File: src/rtl/hbg_pkg.sv
package hbg_pkg;

    typedef enum logic [1:0] {
        LK_HALT  = 2'd0,
        LK_DRAIN = 2'd1,
        LK_RUN   = 2'd2
    } lock_st_t;

    typedef enum logic [1:0] {
        LEG_IDLE = 2'd0,
        LEG_UP   = 2'd1,
        LEG_DN   = 2'd2
    } leg_st_t;

    typedef enum logic [1:0] {
        SIDE_NONE = 2'd0,
        SIDE_UP   = 2'd1,
        SIDE_DN   = 2'd2
    } side_t;

    localparam logic [1:0] OUT_Z    = 2'b00;
    localparam logic [1:0] OUT_LOW  = 2'b01;
    localparam logic [1:0] OUT_HIGH = 2'b10;

endpackage

File: src/rtl/hbg_pulse_qual.sv
module hbg_pulse_qual #(
    parameter int MIN_PW = 19
) (
    input  logic clk,
    input  logic rst_n,
    input  logic cmd,
    output logic qual
);
    localparam int W = $clog2(MIN_PW + 1);
    localparam logic [W-1:0] LIMIT = W'(MIN_PW);

    logic [W-1:0] width_q;

    always_ff @(posedge clk or negedge rst_n) begin
        if (!rst_n) begin
            width_q <= '0;
        end else if (!cmd) begin
            width_q <= '0;
        end else if (width_q != LIMIT) begin
            width_q <= width_q + 1'b1;
        end
    end

    assign qual = (width_q == LIMIT);

endmodule

File: src/rtl/hbg_lock.sv
module hbg_lock
    import hbg_pkg::*;
(
    input  logic clk,
    input  logic rst_n,
    input  logic halt_in,
    input  logic cmd_any,
    output logic gate_en
);
    logic [1:0] sync_q;
    logic       halt_s;
    lock_st_t   st, st_nxt;

    always_ff @(posedge clk or negedge rst_n) begin
        if (!rst_n) begin
            sync_q <= 2'b11;
        end else begin
            sync_q <= {sync_q[0], halt_in};
        end
    end

    assign halt_s = sync_q[1];

    always_ff @(posedge clk or negedge rst_n) begin
        if (!rst_n) begin
            st <= LK_HALT;
        end else begin
            st <= st_nxt;
        end
    end

    always_comb begin
        st_nxt = st;
        unique case (st)
            LK_HALT:  if (!halt_s) st_nxt = LK_DRAIN;
            LK_DRAIN: begin
                if (halt_s)        st_nxt = LK_HALT;
                else if (!cmd_any) st_nxt = LK_RUN;
            end
            LK_RUN:   if (halt_s)  st_nxt = LK_HALT;
            default:               st_nxt = LK_HALT;
        endcase
    end

    // raw halt and both sync stages mask the gates until the lock itself sees halt
    always_comb begin
        gate_en = (st == LK_RUN) && !halt_in && (sync_q == 2'b00);
    end


    halt_not_to_run_chk: assert property (@(posedge clk) disable iff (!rst_n)
        (st == LK_HALT) |=> (st != LK_RUN));


    drain_waits_quiet_chk: assert property (@(posedge clk) disable iff (!rst_n)
        (st == LK_DRAIN && cmd_any) |=> (st != LK_RUN));


    halt_kills_enable_chk: assert property (@(posedge clk) disable iff (!rst_n)
        halt_s |=> !gate_en);

endmodule

File: src/rtl/hbg_leg.sv
module hbg_leg
    import hbg_pkg::*;
#(
    parameter int MIN_PW = 19,
    parameter int DEAD   = 125
) (
    input  logic       clk,
    input  logic       rst_n,
    input  logic       en,
    input  logic       cmd_up,
    input  logic       cmd_dn,
    output logic       gate_up,
    output logic       gate_dn,
    output logic [1:0] leg_state
);
    localparam int DW = $clog2(DEAD + 1);
    localparam logic [DW-1:0] DEAD_W = DW'(DEAD);
    localparam int PW = $clog2(MIN_PW + 1);
    localparam logic [PW-1:0] MPW_W = PW'(MIN_PW);

    logic [1:0]    cmd_v;
    logic [1:0]    qual_v;
    leg_st_t       st, st_nxt;
    side_t         last_q;
    logic [DW-1:0] off_cnt;
    logic          gap_ok;
    logic          up_go, dn_go;

    assign cmd_v = {cmd_dn, cmd_up};

    for (genvar i = 0; i < 2; i++) begin : g_qual
        hbg_pulse_qual #(.MIN_PW(MIN_PW)) u_qual (
            .clk  (clk),
            .rst_n(rst_n),
            .cmd  (cmd_v[i]),
            .qual (qual_v[i])
        );
    end

    assign gap_ok = (off_cnt == DEAD_W);
    assign up_go  = en && qual_v[0] && cmd_up && !cmd_dn && (last_q != SIDE_DN || gap_ok);
    assign dn_go  = en && qual_v[1] && cmd_dn && !cmd_up && (last_q != SIDE_UP || gap_ok);

    always_ff @(posedge clk or negedge rst_n) begin
        if (!rst_n) begin
            st      <= LEG_IDLE;
            last_q  <= SIDE_NONE;
            off_cnt <= DEAD_W;
        end else begin
            st <= st_nxt;
            if (st != LEG_IDLE && st_nxt == LEG_IDLE) begin
                off_cnt <= '0;
                last_q  <= (st == LEG_UP) ? SIDE_UP : SIDE_DN;
            end else if (st == LEG_IDLE && !gap_ok) begin
                off_cnt <= off_cnt + 1'b1;
            end
        end
    end

    always_comb begin
        st_nxt = st;
        unique case (st)
            LEG_IDLE: begin
                if (up_go)      st_nxt = LEG_UP;
                else if (dn_go) st_nxt = LEG_DN;
            end
            LEG_UP:  if (!en || !cmd_up || cmd_dn) st_nxt = LEG_IDLE;
            LEG_DN:  if (!en || !cmd_dn || cmd_up) st_nxt = LEG_IDLE;
            default: st_nxt = LEG_IDLE;
        endcase
    end

    always_comb begin
        gate_up = (st == LEG_UP) && en && cmd_up && !cmd_dn;
        gate_dn = (st == LEG_DN) && en && cmd_dn && !cmd_up;
        if (gate_up)      leg_state = OUT_HIGH;
        else if (gate_dn) leg_state = OUT_LOW;
        else              leg_state = OUT_Z;
    end

    // checker state: cycles each gate's partner has been off, commands' high run
    logic [DW-1:0] gap_up, gap_dn;
    logic [PW-1:0] run_up, run_dn;

    always_ff @(posedge clk or negedge rst_n) begin
        if (!rst_n) begin
            gap_up <= DEAD_W;
            gap_dn <= DEAD_W;
            run_up <= '0;
            run_dn <= '0;
        end else begin
            gap_up <= gate_dn ? '0 : ((gap_up == DEAD_W) ? gap_up : gap_up + 1'b1);
            gap_dn <= gate_up ? '0 : ((gap_dn == DEAD_W) ? gap_dn : gap_dn + 1'b1);
            run_up <= !cmd_up ? '0 : ((run_up == MPW_W) ? run_up : run_up + 1'b1);
            run_dn <= !cmd_dn ? '0 : ((run_dn == MPW_W) ? run_dn : run_dn + 1'b1);
        end
    end


    pair_conflict_off_chk: assert property (@(posedge clk) disable iff (!rst_n)
        (cmd_up && cmd_dn) |-> (!gate_up && !gate_dn && leg_state == OUT_Z));


    pair_idle_z_chk: assert property (@(posedge clk) disable iff (!rst_n)
        (!cmd_up && !cmd_dn) |-> (leg_state == OUT_Z));


    dead_up_chk: assert property (@(posedge clk) disable iff (!rst_n)
        $rose(gate_up) |-> (gap_up == DEAD_W));


    dead_dn_chk: assert property (@(posedge clk) disable iff (!rst_n)
        $rose(gate_dn) |-> (gap_dn == DEAD_W));


    width_up_chk: assert property (@(posedge clk) disable iff (!rst_n)
        $rose(gate_up) |-> (run_up == MPW_W));


    width_dn_chk: assert property (@(posedge clk) disable iff (!rst_n)
        $rose(gate_dn) |-> (run_dn == MPW_W));

endmodule

File: src/rtl/hbridge_guard.sv
module hbridge_guard
    import hbg_pkg::*;
#(
    parameter int MIN_PW_CYC = 19,
    parameter int DEAD_CYC   = 125
) (
    input  logic       clk,
    input  logic       rst_n,
    input  logic       halt_in,
    input  logic       cmd_up_a,
    input  logic       cmd_dn_a,
    input  logic       cmd_up_b,
    input  logic       cmd_dn_b,
    output logic       gate_up_a,
    output logic       gate_dn_a,
    output logic       gate_up_b,
    output logic       gate_dn_b,
    output logic [1:0] leg_a_state,
    output logic [1:0] leg_b_state
);
    localparam int NPH = 2;

    logic             gate_en;
    logic [NPH-1:0]   up_v, dn_v, gup_v, gdn_v;
    logic [1:0]       st_v [NPH];

    assign up_v = {cmd_up_b, cmd_up_a};
    assign dn_v = {cmd_dn_b, cmd_dn_a};

    hbg_lock u_lock (
        .clk    (clk),
        .rst_n  (rst_n),
        .halt_in(halt_in),
        .cmd_any(|{up_v, dn_v}),
        .gate_en(gate_en)
    );

    for (genvar p = 0; p < NPH; p++) begin : g_phase
        hbg_leg #(.MIN_PW(MIN_PW_CYC), .DEAD(DEAD_CYC)) u_leg (
            .clk      (clk),
            .rst_n    (rst_n),
            .en       (gate_en),
            .cmd_up   (up_v[p]),
            .cmd_dn   (dn_v[p]),
            .gate_up  (gup_v[p]),
            .gate_dn  (gdn_v[p]),
            .leg_state(st_v[p])
        );
    end

    assign gate_up_a   = gup_v[0];
    assign gate_dn_a   = gdn_v[0];
    assign gate_up_b   = gup_v[1];
    assign gate_dn_b   = gdn_v[1];
    assign leg_a_state = st_v[0];
    assign leg_b_state = st_v[1];


    halt_all_off_chk: assert property (@(posedge clk) disable iff (!rst_n)
        halt_in |-> !(gate_up_a || gate_dn_a || gate_up_b || gate_dn_b));

endmodule

File: config.mk
export PLATFORM = sky130hd
export DESIGN_NAME = hbridge_guard
export DESIGN_NICKNAME = d
export VERILOG_FILES = /design/src/rtl/hbg_pkg.sv /design/src/rtl/hbg_pulse_qual.sv /design/src/rtl/hbg_lock.sv /design/src/rtl/hbg_leg.sv /design/src/rtl/hbridge_guard.sv
export SDC_FILE = /design/constraint.sdc
export NUM_CORES = 1
export LEC_CHECK = 0
export BUFFER_PORTS_ARGS = -buffer_cell sky130_fd_sc_hd__buf_2
export CORE_MARGIN = 8
export CORE_UTILIZATION = 50
export DETAILED_ROUTE_END_ITERATION = 6
export PLACE_DENSITY = 0.68
export SYNTH_ARGS = -nofsm -noshare
export SYNTH_HDL_FRONTEND = slang
export SYNTH_SLANG_ARGS = --single-unit
export TNS_END_PERCENT = 10
File: constraint.sdc
create_clock -name clk -period 2.13 [get_ports clk]
set_clock_uncertainty 0.05 [all_clocks]
set_input_delay 0.1065 -clock clk [delete_from_list [all_inputs] [get_ports clk]]
set_output_delay 0.1065 -clock clk [all_outputs]
set_load 0.05 [all_outputs]
==> out/summary.txt <==
Port Buffers = 14
final cell count without fillers = 327
gr usage total = 13.0%
Setup WS pre-CTS = 0.155 ns
share of the synthesized area in the top cell type = 32.4%
First-pass DRT Iterations = 5
Mapped Area = 2470 um^2
drt initial violations = 46
Mapped Nets = 249
crit end category = primary output
number of global-route vias before repair = 1743
Logic pwr share = 6.7%
Nets = 274
Slew Limit Fails = 0
CP Data Arrival Time = 1.98 ns
CTS clk-pin slew, worst paths = 0.09 ns
Mean Syn Cell Area = 10.6 um^2
final core utilization = 59.7%
final hold viol count = 0
WL per Instance = 13.2 um
Yosys top cell by area = dfrtp_1
layout cells sized above 1 = 24.2%
Worst setup SP type = flop
post-DP HPWL = 3140 um
CTS buffer count = 5
NetSw = 395 uW
top_reg_cell synth = dfrtp_1
setup slack after layout = -0.00934 ns
clk buf depth = 2
EDFF count, synth = 0
max cap viols = 0
Row Count = 25
largest cells by area after synthesis = dfrtp_1 32%, dfstp_2 15%, nor2_1 5.6%, xor2_1 5.0%, ha_1 4.0%
Placed Cells = 317
core area = 4750 um^2
Pwr Density = 584 nW/um^2
Power Total = 1660 uW
num ports = 15
WL final = 4310 um
Yosys reg bits = 46
first-pass GRT wire length = 7800 um
drt drc = 0
die width = 86.3 um
Reg area = 1170 um^2
total internal power = 1260 uW
fraction of power consumed by sequential logic = 57.6%
Initial Util = 52.0%
DRT antenna net count = 0
Switching Share = 23.8%
area of the multi-input gates = 1240 um^2
Worst IR Drop VDD = 0.361 mV
final setup fails = 2
cells along the critical path = or4b_1 > buf_6 > nor4_4 > and3_2 > buf_6
slowest cell on the critical path = or4b_1
final setup TNS = -0.0180 ns
CTS Sinks = 46
YS warnings = 0
# diodes = 0
routed vias = 1738
Netlist cell types = 47
failing checks = setup timing
Via-to-Cell Ratio = 5.31
initial antenna violation count = 0
Remaining Overflow, GRT = 0
register-to-register setup slack = 0.24 ns
WP data required = 1.97 ns
Async S/R FF share, synth = 100%
clk root buf = clkbuf_8
CTS tree = yes
status = finished, violations left
Placer Congestion = 0.762
Tcrit/Tclk final = 100%
pin count of the biggest net entering global routing = 47
Worst Max-Slew Pin Slew = 0.566 ns
RSZ-0062 raised after global routing = true
full die area = 7450 um^2
CP most frequent cell = buf_6
WS Path Type = reg2out
worst stage delay on the critical path = 0.54 ns
Max transition margin = 62.3%
leakage power = 0.00117 uW
Cells after Synth = 234
Area Growth Syn to Fin = 14.8%
worst-path fanout max = 8
clock network fraction of design power = 35.6%
Clock Latency Late Sink = 0.30 ns
fill cell count = 416
Die H = 86.3 um
register area share after synthesis = 47.2%
H-tree levels = 2
min Tclk post-route = 2.14 ns
Hold Crit Class = in2reg
fmax = 467 MHz
-- cells by family after synthesis --
logic type | count (synthesis) | synth area share (%)
adder cells (fa/ha/maj) | 8 | 4.05
AO/OA/AOI/OAI | 36 | 10.6
multiplexers | 12 | 5.06
AND/OR/NAND/NOR | 95 | 22.6
flip-flops | 46 | 47.2
XOR/XNOR | 20 | 7.08
buffers and inverters | 17 | 3.44
-- state kept, by name (all words and copies together), names as in the netlist --
register / cells
g_phase.u_leg.g_qual.u_qual.width_q: 20
g_phase.u_leg.off_cnt: 14
g_phase.u_leg.last_q: 4
g_phase.u_leg.st: 4
u_lock.st: 2
u_lock.sync_q: 2
-- metrics by stage --
stage	hold WS [ns]	cell area, um^2
2_1_floorplan	-0.239	2490
3_3_place_gp	0.176	2660
3_5_place_dp	0.183	2660
4_1_cts	0.0261	2820
5_1_grt	0.0535	2840
6_report	0.0324	2840
-- layer usage --
metal  share of wire [%]  global-route usage [%]
met4                 1.3                    5.16
met2                  49                    21.7
met5                   0                       0
met3                 2.9                    3.50
met1                  47                    15.4
-- worst paths after layout --
| check | from | cells past startpoint | to |
|---|---|---|---|
| worst min-delay path | cmd_dn_a | 3 | g_phase[0].u_leg.st[1]$_DFF_PN0_ |
| worst max register to register | u_lock.st[0]$_DFFE_PN0P_ | 6 | g_phase[0].u_leg.last_q[1]$_DFFE_PN0P_ |
| min in group asynchronous | rst_n | 3 | g_phase[1].u_leg.off_cnt[1]$_DFFE_PN0P_ |
| max in group asynchronous | rst_n | 3 | g_phase[0].u_leg.off_cnt[3]$_DFFE_PN1P_ |
| worst max-delay path | u_lock.st[0]$_DFFE_PN0P_ | 5 | gate_dn_a |
| worst min register to register | u_lock.sync_q[0]$_DFF_PN1_ | 0 | u_lock.sync_q[1]$_DFF_PN1_ |
-- power by group through the flow --
stage	Sequential, uW	Combinational, uW	Clock [uW]
final	956	112	591
after CTS	957	115	617
after floorplan	960	72.8	0
after global routing	963	132	650
after detailed placement	973	112	0
after global placement	971	108	0
-- critical path, delay by kind of cell (launching register included) --
| kind | cells | cell delay (ns) |
|---|---|---|
| AND/OR/NAND/NOR | 3 | 0.96 |
| flip-flops | 1 | 0.41 |
| buffers and inverters | 2 | 0.32 |
-- layout make-up --
cell class,instances,area share (%)
Sequential cell,46,41.1
Multi-Input combinational cell,171,43.6
Inverter,11,1.45
Timing Repair Buffer,24,7.18
Clock inverter,1,0.308
Clock buffer,7,3.39
Tap cell,67,2.95
-- cell usage in the layout (no fill, tap or decap), types with 3 or more instances in the layout --
cell / n
nor2_1: 37
dfrtp_1: 32
xor2_1: 14
dfstp_2: 14
inv_1: 11
buf_6: 9
nand2_1: 8
nand3_1: 8
mux2i_1: 8
ha_1: 8
and2_1: 7
clkbuf_8: 7
buf_4: 7
xnor2_1: 6
buf_2: 6
nand2b_1: 5
o211ai_1: 5
a21oi_1: 5
nor2b_1: 5
o31a_1: 4
o21ai_0: 4
mux2_2: 4
o21a_1: 3
o22ai_1: 3
-- synthesized netlist by cell type, types with 2 or more instances --
| master | number |
|---|---|
| o21ai_0 | 4 |
| a21oi_1 | 5 |
| xor2_1 | 14 |
| o31ai_1 | 2 |
| nor2b_1 | 5 |
| mux2_2 | 4 |
| nand3_1 | 8 |
| o21a_1 | 3 |
| ha_1 | 8 |
| buf_2 | 2 |
| inv_1 | 11 |
| o211ai_1 | 5 |
| or4_1 | 2 |
| and4bb_2 | 2 |
| o31a_1 | 4 |
| mux2i_1 | 8 |
| and3_2 | 2 |
| nor4b_1 | 2 |
| nand2_1 | 8 |
| nor4_4 | 2 |
| o21ai_1 | 2 |
| and2_1 | 8 |
| dfstp_2 | 14 |
| nor4bb_1 | 2 |
| nor2_1 | 37 |
| nand4_1 | 2 |
| o22ai_1 | 3 |
| nand2b_1 | 5 |
| nor3b_1 | 2 |
| a21oi_2 | 2 |
| nor4_2 | 2 |
| buf_4 | 3 |
| xnor2_1 | 6 |
| dfrtp_1 | 32 |
-- timing repair --
action                                 in CTS  in global routing
endpoints found under the hold margin      33                  0
setup buffers                               0                  0
pin swaps                                   1                  0
setup endpoints to repair                   8                  8
resized for setup                          13                  5
hold buffers                                2                  0
(Power assumes the default switching activity.)
